File: src/rtl/i2c_rxb_pkg.sv
package i2c_rxb_pkg;
  localparam int BYTE_W = 8;
  localparam int BIT_CNT_W = $clog2(BYTE_W + 1);
  localparam logic [BIT_CNT_W-1:0] ACK_SLOT = BIT_CNT_W'(BYTE_W);
endpackage

File: src/rtl/i2c_rxb_fifo.sv
module i2c_rxb_fifo
  import i2c_rxb_pkg::*;
#(
  parameter int DEPTH = 64
) (
  input  logic              clk,
  input  logic              rst_n,
  input  logic              push,
  input  logic [BYTE_W-1:0] push_data,
  input  logic              pop,
  output logic [BYTE_W-1:0] head,
  output logic              empty,
  output logic              overflow,
  output logic              underflow
);
  localparam int AW = $clog2(DEPTH);
  localparam int PW = AW + 1;

  logic [BYTE_W-1:0] mem [DEPTH];
  logic [PW-1:0] wr_q, wr_n, rd_q, rd_n;
  logic full, do_push, do_pop;

  assign empty     = (wr_q == rd_q);
  assign full      = (wr_q[AW] != rd_q[AW]) && (wr_q[AW-1:0] == rd_q[AW-1:0]);
  assign do_push   = push && !full;
  assign do_pop    = pop && !empty;
  assign overflow  = push && full;
  assign underflow = pop && empty;
  assign head      = empty ? '0 : mem[rd_q[AW-1:0]];

  always_comb begin
    wr_n = wr_q;
    rd_n = rd_q;
    if (do_push) wr_n = wr_q + PW'(1);
    if (do_pop)  rd_n = rd_q + PW'(1);
  end

  always_ff @(posedge clk or negedge rst_n) begin
    if (!rst_n) begin
      wr_q <= '0;
      rd_q <= '0;
    end else begin
      wr_q <= wr_n;
      rd_q <= rd_n;
    end
  end

  always_ff @(posedge clk) begin
    if (do_push) mem[wr_q[AW-1:0]] <= push_data;
  end
endmodule

File: src/rtl/i2c_rxb_seq.sv
module i2c_rxb_seq
  import i2c_rxb_pkg::*;
#(
  parameter int DEPTH = 64,
  parameter int CNT_W = $clog2(DEPTH) + 1
) (
  input  logic              clk,
  input  logic              rst_n,
  input  logic              start_req,
  input  logic [CNT_W-1:0]  count_in,
  input  logic              nack_in,
  input  logic              bit_tick,
  input  logic              sda_in,
  output logic              busy,
  output logic              ack_phase,
  output logic              sda_pull_low,
  output logic              push,
  output logic [BYTE_W-1:0] push_data,
  output logic              done_set,
  output logic              start_acc
);
  localparam logic [CNT_W-1:0] MAX_CNT = CNT_W'(DEPTH);

  logic                 busy_q, busy_n;
  logic [BIT_CNT_W-1:0] bit_q, bit_n;
  logic [CNT_W-1:0]     rem_q, rem_n;
  logic                 nack_q, nack_n;
  logic [BYTE_W-1:0]    sh_q, sh_n;
  logic [CNT_W-1:0]     eff_cnt;
  logic                 last_byte;

  assign eff_cnt      = (count_in > MAX_CNT) ? MAX_CNT : count_in;
  assign last_byte    = (rem_q == CNT_W'(1));
  assign busy         = busy_q;
  assign ack_phase    = busy_q && (bit_q == ACK_SLOT);
  assign sda_pull_low = ack_phase && !(last_byte && nack_q);
  assign push_data    = sh_q;

  always_comb begin
    busy_n    = busy_q;
    bit_n     = bit_q;
    rem_n     = rem_q;
    nack_n    = nack_q;
    sh_n      = sh_q;
    push      = 1'b0;
    done_set  = 1'b0;
    start_acc = 1'b0;
    if (start_req && !busy_q) begin
      start_acc = 1'b1;
      if (eff_cnt == '0) begin
        done_set = 1'b1;
      end else begin
        busy_n = 1'b1;
        rem_n  = eff_cnt;
        bit_n  = '0;
        nack_n = nack_in;
      end
    end else if (busy_q && bit_tick) begin
      if (bit_q != ACK_SLOT) begin
        sh_n  = {sh_q[BYTE_W-2:0], sda_in};
        bit_n = bit_q + BIT_CNT_W'(1);
      end else begin
        push  = 1'b1;
        bit_n = '0;
        rem_n = rem_q - CNT_W'(1);
        if (last_byte) begin
          busy_n   = 1'b0;
          done_set = 1'b1;
        end
      end
    end
  end

  always_ff @(posedge clk or negedge rst_n) begin
    if (!rst_n) begin
      busy_q <= 1'b0;
      bit_q  <= '0;
      rem_q  <= '0;
      nack_q <= 1'b0;
      sh_q   <= '0;
    end else begin
      busy_q <= busy_n;
      bit_q  <= bit_n;
      rem_q  <= rem_n;
      nack_q <= nack_n;
      sh_q   <= sh_n;
    end
  end
endmodule

File: src/rtl/i2c_rx_burst.sv
module i2c_rx_burst
  import i2c_rxb_pkg::*;
#(
  parameter int DEPTH = 64,
  parameter int CNT_W = $clog2(DEPTH) + 1
) (
  input  logic              clk,
  input  logic              rst_n,
  input  logic              ctl_wr,
  input  logic [CNT_W-1:0]  ctl_count,
  input  logic              ctl_nack_last,
  input  logic              irq_en,
  input  logic              bit_tick,
  input  logic              sda_in,
  output logic              ack_phase,
  output logic              sda_pull_low,
  input  logic              rd_pop,
  output logic [BYTE_W-1:0] rd_data,
  output logic              rx_empty,
  output logic              busy,
  output logic              rd_done,
  output logic              err,
  output logic              irq
);
  logic              push, done_set, start_acc, ovf, unf;
  logic [BYTE_W-1:0] push_data;
  logic              done_q, done_n, err_q, err_n;

  i2c_rxb_seq #(.DEPTH(DEPTH), .CNT_W(CNT_W)) u_seq (
    .clk          (clk),
    .rst_n        (rst_n),
    .start_req    (ctl_wr),
    .count_in     (ctl_count),
    .nack_in      (ctl_nack_last),
    .bit_tick     (bit_tick),
    .sda_in       (sda_in),
    .busy         (busy),
    .ack_phase    (ack_phase),
    .sda_pull_low (sda_pull_low),
    .push         (push),
    .push_data    (push_data),
    .done_set     (done_set),
    .start_acc    (start_acc)
  );

  i2c_rxb_fifo #(.DEPTH(DEPTH)) u_fifo (
    .clk       (clk),
    .rst_n     (rst_n),
    .push      (push),
    .push_data (push_data),
    .pop       (rd_pop),
    .head      (rd_data),
    .empty     (rx_empty),
    .overflow  (ovf),
    .underflow (unf)
  );

  always_comb begin
    done_n = done_q;
    err_n  = err_q;
    if (start_acc) begin
      done_n = 1'b0;
      err_n  = 1'b0;
    end
    if (done_set)   done_n = 1'b1;
    if (ovf || unf) err_n  = 1'b1;
  end

  always_ff @(posedge clk or negedge rst_n) begin
    if (!rst_n) begin
      done_q <= 1'b0;
      err_q  <= 1'b0;
    end else begin
      done_q <= done_n;
      err_q  <= err_n;
    end
  end

  assign rd_done = done_q;
  assign err     = err_q;
  assign irq     = done_q && irq_en;
endmodule

File: config.mk
export PLATFORM = sky130hd
export DESIGN_NAME = i2c_rx_burst
export DESIGN_NICKNAME = d
export VERILOG_FILES = /design/src/rtl/i2c_rxb_pkg.sv /design/src/rtl/i2c_rxb_fifo.sv /design/src/rtl/i2c_rxb_seq.sv /design/src/rtl/i2c_rx_burst.sv
export SDC_FILE = /design/constraint.sdc
export NUM_CORES = 1
export LEC_CHECK = 0
export ABC_CLOCK_PERIOD_IN_PS = 4150
export CORE_MARGIN = 2
export CORE_UTILIZATION = 47
export CTS_CLUSTER_DIAMETER = 80
export DETAILED_ROUTE_END_ITERATION = 12
export DONT_BUFFER_PORTS = 1
export PLACE_DENSITY = 0.62
export SETUP_SLACK_MARGIN = 0.2
export SLEW_MARGIN = 10
export SYNTH_ARGS = -nofsm -noshare
export SYNTH_HDL_FRONTEND = slang
export SYNTH_SLANG_ARGS = --single-unit
File: constraint.sdc
create_clock -name clk -period 4.15 [get_ports clk]
set_input_delay 0.2075 -clock clk [delete_from_list [all_inputs] [get_ports clk]]
set_output_delay 0.2075 -clock clk [all_outputs]
set_load 0.1 [all_outputs]
==> results of run 1 <==
## sequential cells by signal, summed over array words and instances (netlist names)
name and flops:
u_seq.nack_q 1, u_seq.rem_q 7, rd_done 1, u_seq.bit_q 4
u_fifo.wr_q 7, u_fifo.rd_q 7, err 1, u_fifo.mem 512
u_seq.push_data 8, u_seq.busy 1
## cell families after synthesis
kind of cell / share of synthesized area [%]
AO/OA/AOI/OAI: 3.40
XOR/XNOR: 0.844
adder cells (fa/ha/maj): 0.344
buffers and inverters: 1.87
flip-flops: 74.8
multiplexers: 14.4
AND/OR/NAND/NOR: 4.36
## area by class of cell
| class | count | share of cell area, % |
|---|---|---|
| clock buffers | 71 | 5.95 |
| multi-input cells | 495 | 21.0 |
| repair buffers | 89 | 3.08 |
| well taps | 600 | 3.02 |
| clock inverters | 31 | 1.17 |
| flip-flops and latches | 549 | 65.7 |
| inverters | 6 | 0.0907 |
## routing by layer
layer	vias up	track usage (%)	share of wire [%]
li1	4720	-	-
met1	5702	30.4	43
met2	448	33.2	48
met5	-	0	0.022
met4	2	4.91	1.9
met3	72	4.59	7.6
## critical path, delay by kind of cell (launching register included)
kind	cells	cell delay, ps
buffers and inverters	3	1240
AND/OR/NAND/NOR	1	620
multiplexers	1	260
AO/OA/AOI/OAI	2	330
flip-flops	1	430
## what timing repair did
item	CTS	global route
gates resized for setup	1	2
pin swaps	0	0
endpoints found under the setup margin	1	2
hold buffers	15	0
hold endpoints to repair	53	0
## Yosys cell counts (all sizes together) (3+ instances only)
master | instances | area (um^2)
mux2 | 27 | 304
xor2 | 10 | 87.6
mux2i | 31 | 310
dfrtp | 37 | 926
and3 | 3 | 18.8
o221ai | 5 | 43.8
o21ai | 15 | 75.1
nor2b | 4 | 25.0
nand3 | 13 | 65.1
nand2 | 22 | 82.6
clkbuf | 18 | 68.8
inv | 6 | 22.5
or3b | 4 | 35.0
ha | 6 | 75.1
or3 | 4 | 25.0
a211oi | 5 | 37.5
o22ai | 31 | 194
nand3b | 12 | 90.1
a22oi | 12 | 90.1
a221oi | 3 | 26.3
a2111oi | 4 | 35.0
mux4 | 112 | 2520
nor3 | 6 | 30.0
nor2 | 96 | 360
buf | 47 | 315
xnor2 | 11 | 96.3
nand2b | 3 | 18.8
or4 | 6 | 45.0
edfxtp | 512 | 15400
a21oi | 9 | 45.0
and2 | 5 | 31.3
o32ai | 5 | 43.8
nand4 | 5 | 31.3
## path summary, 6_finish.rpt
| check | endpoint |
|---|---|
| worst max-delay path | rd_data[0] |
| worst min-delay path | u_seq.rem_q[6] |
| worst max register to register | u_fifo.mem[58][5] |
| worst min register to register | u_fifo.wr_q[6] |
| max in group asynchronous | u_fifo.rd_q[1] |
| min in group asynchronous | u_fifo.rd_q[6] |
## power groups by stage
stage	logic [mW]	registers (mW)	clock network, mW
final	5.89	7.66	4.88
after global routing	6.22	7.73	5.18
after CTS	5.93	7.68	4.96
after detailed placement	5.88	7.80	0
after global placement	5.85	7.79	0
after floorplan	3.94	7.67	0
==> reports/qor.yml, run 1 <==
worst_path_most_repeated_cell: "sky130_fd_sc_hd__buf_4"
regToRegStartpoint: "u_fifo.wr_q[3]"
h-tree-depth: 2
average_size_of_a_mapped_cell_um2: 19.5
vdd_drop_max_mv: 1.03
timing.reg2reg.setup_slack_ps: 920
synth_area_um2: 21800
antenna_cells_inserted: 0
startpoint: "u_fifo.rd_q[1]"
max_stage_delay_ps: 620
holdPathStages: 3
final-seq-area_um2: 16300
layout.filler_cells: 3453
io_pins: 30
route.final.wire_length_mm: 49.1
crit_type: "reg -> out"
netlist_instances: 1115
utilization_pct: 54.5
tritoncts_num_sinks: 549
relSlewSlack_pct: 33.0
max-clock-path-buffers: 3
cap_violations: 0
yosys_warnings: 0
report.final.hold_viol_count: 0
timing.critical_path.fanout_max: 95
post-cts-setup-buffer-count: 0
grt_pass1_vias: 11100
slew_violations: 0
cts_buffers: 55
switching_share_pct: 34.8
die-width_um: 219
clock_insertion_delay_worst_skew_ps: 600
final_common_cell: "sky130_fd_sc_hd__edfxtp_1"
commonest_cells_after_routing_fill_and_taps_aside: "512 x sky130_fd_sc_hd__edfxtp_1, 112 x sky130_fd_sc_hd__mux4_2, 96 x sky130_fd_sc_hd__nor2_1, 70 x sky130_fd_sc_hd__buf_4, 57 x sky130_fd_sc_hd__clkbuf_16"
async_flop_share_pct: 6.74
overflow: 0
synth_sequential_area_ratio_pct: 74.8
power.static_leakage_nw: 8.02
synth.ff_latch_count: 549
pwr-share-clk_pct: 26.5
dieHeight_um: 219
comb_power_share_pct: 32.0
power_switching_mw: 6.40
cp.required_ps: 3940
min-delay-path-class: "in -> reg"
avgRoutedWirePerCell_um: 26.7
multi_input_comb_area_um2: 5210
ys.flop_type: "sky130_fd_sc_hd__edfxtp_1"
grt_setup_unrepaired: "false"
final_cell_count_no_fill: 1841
total_number_of_nets_in_the_final_design: 1217
cp_cell_sequence: "buf_12 > buf_4 > mux4_2 > o22ai_1 > or4_1 > o32ai_4 > buf_4"
fin_hold_ws_ps: 33.5
syn_to_final_growth_pct: 14.0
data_arrival_time_of_the_critical_path_ps: 3620
fin_setup_tns_ps: 0
clk_transition_reported_paths_ps: 60
r2r.worst_path.cells: 5
die_area_um2: 48100
route.vias.total: 10900
grt_pass1_wl_mm: 73.4
floorplan.initialDensity_pct: 47.8
fin_skew_ps: 16.4
route.detailed.vias_per_inst: 5.94
cts_tree: "built"
dp_worst_setup_slack_ps: 762
track_usage_pct: 21.1
placement_rows: 78
finalCriticalPeriod_ps: 3830
hpwl_mm: 30.3
layout_setup_ws_ps: 319
achievable-frequency_mhz: 261
post_synth_num_cell_types: 58
internal_power_mw: 12.0
gp_congestion: 0.831
drt-pass1-iter-count: 5
slowest_library_cell_on_the_worst_path: "sky130_fd_sc_hd__or4_1"
status: "complete, no violations"
layout_cells_sized_above_1_pct: 25.5
drc: 0
post-route-cell-area_um2: 24800
ant_nets: 0
placeableCoreArea_um2: 45600
timing_worst_slew_pin_value_ps: 1000
antenna_found_initial: 3
power_frac_seq_pct: 41.6
root_buffer: "sky130_fd_sc_hd__clkbuf_16"
finalCritPeriodShare_pct: 92.3
cp-start-kind: "register"
number_of_flops_mapped_to_enable_cells_by_yosys: 512
worstSetupEndpointType: "output pin"
syn_nets: 1136
number_of_cells_after_detailed_placement: 1724
dpl_cell_area_um2: 22900
hp-start: "ctl_count[6]"
final-setup-viol-count: 0
port_buffers: 0
report.power.total_mw: 18.4
grt_max_degree: 96
power_per_cell_area_nw_per_um2: 742
starting_drt_drc_count: 1144
No activity file was read; power rests on OpenSTA's default activity.
==> run 2, diff against run 1 <==
--- a/config.mk
+++ b/config.mk
@@ -5,13 +5,15 @@
 export SDC_FILE = /design/constraint.sdc
 export NUM_CORES = 1
 export LEC_CHECK = 0
+export ABC_AREA = 1
 export ABC_CLOCK_PERIOD_IN_PS = 4150
 export CORE_MARGIN = 2
 export CORE_UTILIZATION = 47
 export CTS_CLUSTER_DIAMETER = 80
 export DETAILED_ROUTE_END_ITERATION = 12
 export DONT_BUFFER_PORTS = 1
-export PLACE_DENSITY = 0.62
+export HOLD_SLACK_MARGIN = 0.1
+export PLACE_DENSITY = 0.71
 export SETUP_SLACK_MARGIN = 0.2
 export SLEW_MARGIN = 10
 export SYNTH_ARGS = -nofsm -noshare
==> reports/qor.yml, run 2 <==
h-tree-depth: 2
dpl_cell_area_um2: 24600
grt_pass1_vias: 16000
max_ffs_per_register: 512
biggest_area_consumer_among_synthesized_cells: "sky130_fd_sc_hd__edfxtp_1"
ys.flop_type: "sky130_fd_sc_hd__edfxtp_1"
dieHeight_um: 229
post-synth-top-count-cell: "sky130_fd_sc_hd__nand2_1"
avgRoutedWirePerCell_um: 18.9
yosys_warnings: 0
post_synth_num_cell_types: 32
clock_insertion_delay_worst_skew_ps: 610
finalCritPeriodShare_pct: 88.4
power_per_cell_area_nw_per_um2: 747
finalCriticalPeriod_ps: 3670
final_common_cell: "sky130_fd_sc_hd__nand2_1"
cp-start-kind: "register"
final-setup-viol-count: 0
overflow: 0
status: "complete, no violations"
synth_top_cell_area_share_pct: 64.5
number_of_flops_mapped_to_enable_cells_by_yosys: 512
cp.required_ps: 3940
post-cts-setup-buffer-count: 0
gp_congestion: 0.920
route.detailed.vias_per_inst: 5.33
r2r.worst_path.cells: 9
ys_top_cells_by_area: "sky130_fd_sc_hd__edfxtp_1 65%, sky130_fd_sc_hd__nand2_1 13%, sky130_fd_sc_hd__nand3_1 5.1%"
timing.critical_path.fanout_max: 58
layout_cells_sized_above_1_pct: 7.12
ant_nets: 0
grt_max_degree: 133
grt_pass1_wl_mm: 89.4
grt_setup_unrepaired: "false"
antenna_found_initial: 2
regToRegStartpoint: "u_fifo.rd_q[4]"
port_buffers: 0
starting_drt_drc_count: 2031
reg2reg_to: "u_fifo.mem[20][4]"
root_buffer: "sky130_fd_sc_hd__clkbuf_16"
layout.filler_cells: 4333
report.power.total_mw: 19.9
async_flop_share_pct: 6.74
power.static_leakage_nw: 10.7
slew_violations: 0
synth_sequential_area_ratio_pct: 68.4
post-route-cell-area_um2: 26600
crit_type: "reg -> out"
synth_area_um2: 23800
netlist_instances: 2341
vdd_drop_max_mv: 2.31
die-width_um: 229
floorplan.initialDensity_pct: 47.6
cts_buffers: 54
fin_setup_tns_ps: 0
route.vias.total: 16400
tritoncts_num_sinks: 549
timing_worst_slew_pin_value_ps: 930
clk_transition_reported_paths_ps: 70
average_size_of_a_mapped_cell_um2: 10.2
min-delay-path-class: "in -> async"
placement_rows: 82
drt-pass1-iter-count: 6
syn_to_final_growth_pct: 11.4
relSlewSlack_pct: 38.0
hpwl_mm: 34.9
track_usage_pct: 22.1
data_arrival_time_of_the_critical_path_ps: 3460
placeableCoreArea_um2: 50100
report.final.hold_viol_count: 0
die_area_um2: 52500
timing.reg2reg.setup_slack_ps: 1060
syn_nets: 2362
total_number_of_nets_in_the_final_design: 2375
max-clock-path-buffers: 3
io_pins: 30
synth.ff_latch_count: 549
worstSetupEndpointType: "output pin"
cts_tree: "built"
route.final.wire_length_mm: 58.2
drc: 0
cap_violations: 0
commonest_cells_in_the_netlist: "827 x sky130_fd_sc_hd__nand2_1, 512 x sky130_fd_sc_hd__edfxtp_1, 245 x sky130_fd_sc_hd__nand3_1"
achievable-frequency_mhz: 272
commonest_cells_after_routing_fill_and_taps_aside: "827 x sky130_fd_sc_hd__nand2_1, 512 x sky130_fd_sc_hd__edfxtp_1, 245 x sky130_fd_sc_hd__nand3_1, 235 x sky130_fd_sc_hd__inv_1, 216 x sky130_fd_sc_hd__nor2_1"
fin_skew_ps: 19.0
## run 2: changes by cell type after synthesis, sizes merged, moves of 21 or more
cell / change
nand2: +807
mux4: -112
o21ai: +60
inv: +233
mux2i: -31
buf: +35
mux2: -21
o22ai: -30
nor2: +128
nand3: +234
## run 2: area by class of cell
| class | count | area [um^2] | share of cell area, % |
|---|---|---|---|
| flip-flops and latches | 549 | 16300 | 61.4 |
| repair buffers | 64 | 611 | 2.30 |
| multi-input cells | 1443 | 6130 | 23.1 |
| well taps | 672 | 841 | 3.17 |
| clock buffers | 73 | 1520 | 5.71 |
| inverters | 242 | 915 | 3.44 |
| clock inverters | 29 | 223 | 0.838 |
| diodes | 1 | 2.50 | 0.00942 |
## run 2: kinds of logic (layout without fill, tap and decap cells)
family                   after synthesis  after routing  synth area share (%)
AO/OA/AOI/OAI                        101            101                  2.17
XOR/XNOR                              15             15                 0.551
flip-flops                           549            549                  68.4
AND/OR/NAND/NOR                     1315           1315                  22.3
buffers and inverters                349            408                  5.99
other                                  0              1                     0
adder cells (fa/ha/maj)                6              6                 0.315
multiplexers                           6              6                 0.283
## run 2: worst max-delay path by stage
| stage | start | end | slack (ps) | cells past startpoint |
|---|---|---|---|---|
| after floorplan | u_seq.busy | sda_pull_low | 670 | 3 |
| after global placement | u_fifo.rd_q[2] | u_fifo.mem[48][0] | 1090 | 10 |
| after detailed placement | u_fifo.rd_q[2] | u_fifo.mem[41][4] | 1060 | 10 |
| after CTS | u_fifo.rd_q[2] | rd_data[0] | 490 | 12 |
| after global routing | u_fifo.rd_q[1] | rd_data[1] | 360 | 14 |
| final | u_fifo.rd_q[1] | rd_data[0] | 480 | 10 |
## run 2: what timing repair did
item / 4_1_cts / 5_1_grt
gates resized for setup: 0 / 1
hold buffers: 19 / 0
endpoints found under the setup margin: 0 / 1
hold endpoints to repair: 58 / 0
## run 2: per-stage QoR
stage / utilization [%] / hold slack [ps] / setup WS [ps] / std cells
floorplan: - / -88.1 / 675 / 2341
global placement: 49.2 / -84.7 / 1090 / 2951
detailed placement: 49.2 / -85.8 / 1060 / 2951
CTS: 53.0 / 127 / 488 / 3072
global route: 53.1 / 172 / 364 / 3073
finish: 53.1 / 169 / 479 / 3073
## run 2: critical path: stages, from the launching register on
cell and delay [ps]:
sky130_fd_sc_hd__dfrtp_4 680, sky130_fd_sc_hd__buf_4 620, sky130_fd_sc_hd__nand3_1 230, sky130_fd_sc_hd__nand3_1 130
sky130_fd_sc_hd__nand3_1 190, sky130_fd_sc_hd__nand2_1 140, sky130_fd_sc_hd__nand2_1 50, sky130_fd_sc_hd__nand2_1 110
sky130_fd_sc_hd__inv_1 60, sky130_fd_sc_hd__a21oi_2 240, sky130_fd_sc_hd__buf_4 340
## run 2: power breakdown
group	switching, mW	total [mW]	internal [mW]
combinational	5.51	7.33	1.81
clock	2.04	4.79	2.75
sequential	0.736	7.73	7.00
## run 2: routing by layer
metal / GRT usage [%] / vias to the layer above / share of wire, %
met5: 0 / - / 0.022
met4: 10.1 / 2 / 4.4
met3: 4.39 / 154 / 9.3
met2: 35.0 / 795 / 46
met1: 29.6 / 7738 / 41
li1: - / 7684 / -
==> run 3, diff against run 2 <==
--- a/config.mk
+++ b/config.mk
@@ -12,6 +12,7 @@
 export CTS_CLUSTER_DIAMETER = 80
 export DETAILED_ROUTE_END_ITERATION = 12
 export DONT_BUFFER_PORTS = 1
+export GPL_TIMING_DRIVEN = 0
 export HOLD_SLACK_MARGIN = 0.1
 export PLACE_DENSITY = 0.71
 export SETUP_SLACK_MARGIN = 0.2
==> reports/qor.yml, run 3 (synthesis gave the netlist of run 2 again) <==
data_arrival_time_of_the_critical_path_ps: 3690
tritoncts_num_sinks: 549
drc: 0
starting_drt_drc_count: 2014
io_pins: 30
grt_setup_unrepaired: "false"
power.static_leakage_nw: 10.9
fin_setup_tns_ps: 0
power_switching_mw: 8.94
cts_buffers: 52
avgRoutedWirePerCell_um: 21.6
post-route-cell-area_um2: 26800
route.detailed.vias_per_inst: 5.47
timing.critical_path.fanout_max: 10
reg2reg_to: "u_fifo.mem[31][4]"
die-width_um: 229
grt_max_degree: 67
worstSetupEndpointType: "output pin"
clock_insertion_delay_worst_skew_ps: 610
critical_path_buf_inv_count: 4
r2r.worst_path.cells: 4
fin_hold_ws_ps: 175
final-setup-viol-count: 0
slowest_library_cell_on_the_worst_path: "sky130_fd_sc_hd__nor2_2"
floorplan.initialDensity_pct: 47.6
overflow: 0
route.final.wire_length_mm: 67.5
placeableCoreArea_um2: 50100
grt_pass1_wl_mm: 99.6
h-tree-depth: 2
switching_share_pct: 43.3
comb_power_share_pct: 38.5
max_stage_delay_ps: 810
placement_rows: 82
slew_violations: 0
vdd_drop_max_mv: 1.50
finalCriticalPeriod_ps: 3890
finalCritPeriodShare_pct: 93.8
timing_worst_slew_pin_value_ps: 1200
syn_to_final_growth_pct: 12.5
relSlewSlack_pct: 19.5
die_area_um2: 52500
pwr-share-clk_pct: 23.4
power_frac_seq_pct: 38.2
clk_transition_reported_paths_ps: 70
cp_cell_sequence: "buf_2 > inv_2 > buf_4 > buf_2 > nand2_1 > nand2_1 > nand2_1 > nand3_1 > nand3_1 > nand2_1 > nand2_1 > nand2_1 > nor2_1 > nor2_2"
route.vias.total: 17100
ant_nets: 0
min-delay-path-class: "in -> async"
track_usage_pct: 25.7
drt-pass1-iter-count: 6
gp_congestion: 1.02
timing.reg2reg.setup_slack_ps: 300
hpwl_mm: 45.3
grt_pass1_vias: 16300
commonest_cells_after_routing_fill_and_taps_aside: "827 x sky130_fd_sc_hd__nand2_1, 512 x sky130_fd_sc_hd__edfxtp_1, 245 x sky130_fd_sc_hd__nand3_1, 235 x sky130_fd_sc_hd__inv_1, 216 x sky130_fd_sc_hd__nor2_1"
antenna_found_initial: 0
port_buffers: 0
cts_tree: "built"
status: "complete, no violations"
internal_power_mw: 11.7
max_ffs_per_register: 512
cp.required_ps: 3940
fin_skew_ps: 33.3
worst_path_dominant_cell_family: "simple AND/OR/NAND/NOR gates"
total_number_of_nets_in_the_final_design: 2440
post-cts-setup-buffer-count: 0
final_common_cell: "sky130_fd_sc_hd__nand2_1"
dieHeight_um: 229
cap_violations: 0
root_buffer: "sky130_fd_sc_hd__clkbuf_16"
power_per_cell_area_nw_per_um2: 770
max-clock-path-buffers: 3
antenna_cells_inserted: 0
worst_path_most_repeated_cell: "sky130_fd_sc_hd__nand2_1"
cp-start-kind: "register"
dpl_cell_area_um2: 24800
layout_cells_sized_above_1_pct: 7.97
regToRegStartpoint: "u_seq.busy"
report.final.hold_viol_count: 0
crit_type: "reg -> out"
achievable-frequency_mhz: 257
[run 3: cell types whose count changed in the layout (fill, tap and decap cells not counted), moves of 4 or more]
cell	change
sky130_fd_sc_hd__a21oi_2	-4
sky130_fd_sc_hd__buf_1	+9
sky130_fd_sc_hd__a21oi_4	+4
sky130_fd_sc_hd__clkbuf_1	+25
sky130_fd_sc_hd__clkbuf_16	-4
sky130_fd_sc_hd__buf_2	+64
sky130_fd_sc_hd__buf_4	-30
sky130_fd_sc_hd__dfrtp_2	-5
sky130_fd_sc_hd__clkinv_2	-7
[run 3: per-stage QoR]
| step | util (%) | std cells | worst slack [ps] | power (mW) |
|---|---|---|---|---|
| final | 53.5 | 3131 | 257 | 20.6 |
| after global routing | 53.5 | 3131 | 172 | 21.4 |
| after CTS | 53.5 | 3131 | 228 | 20.4 |
| after detailed placement | 49.6 | 3019 | 346 | 15.6 |
| after global placement | 49.3 | 3013 | 65.3 | 15.4 |
| after floorplan | - | 2341 | 675 | 12.5 |
[run 3: power by group through the flow]
stage	clock (mW)	combinational, mW	sequential [mW]
after floorplan	0	4.84	7.68
after global placement	0	7.07	8.28
after detailed placement	0	7.59	8.00
after CTS	4.83	7.71	7.88
after global routing	5.05	8.44	7.94
final	4.82	7.94	7.89
[run 3: cell type report]
| class | count | area, um^2 |
|---|---|---|
| tap | 672 | 841 |
| sequential | 549 | 16300 |
| fill | 4322 | 23300 |
| clock buffer | 71 | 1440 |
| buffer | 107 | 519 |
| clock inverter | 23 | 265 |
| timing repair buffer | 24 | 319 |
| multi-input combinational | 1443 | 6180 |
| inverter | 242 | 908 |
[run 3: layer usage]
metal	track usage (%)	part of all wire (%)	vias up	routed length, um
li1	-	-	7814	-
met1	34.0	39	8125	26200
met2	39.8	45	1008	30500
met3	5.45	11	187	7100
met4	13.9	5.4	0	3680
met5	0	0	-	0
[run 3: worst max-delay path by stage]
stage	from	end	slack (ps)	depth (start not counted)
final	u_fifo.rd_q[0]	rd_data[6]	260	14
after global routing	u_fifo.rd_q[1]	rd_data[6]	170	11
after CTS	u_fifo.rd_q[1]	rd_data[7]	230	11
after detailed placement	u_seq.busy	u_fifo.mem[15][3]	350	4
after global placement	u_seq.busy	u_fifo.mem[63][6]	70	4
after floorplan	u_seq.busy	sda_pull_low	670	3
[run 3: worst register-to-register path, cell delays in order (launching register included)]
cell and delay, ps:
sky130_fd_sc_hd__dfrtp_1 990, sky130_fd_sc_hd__nand2_1 280, sky130_fd_sc_hd__nor2_1 480, sky130_fd_sc_hd__nand4_1 770, sky130_fd_sc_hd__nor2_1 950
[run 3: what timing repair did]
action,CTS,global route
hold endpoints to repair,59,0
gates resized for setup,4,4
hold buffers,18,0
setup endpoints to repair,4,11
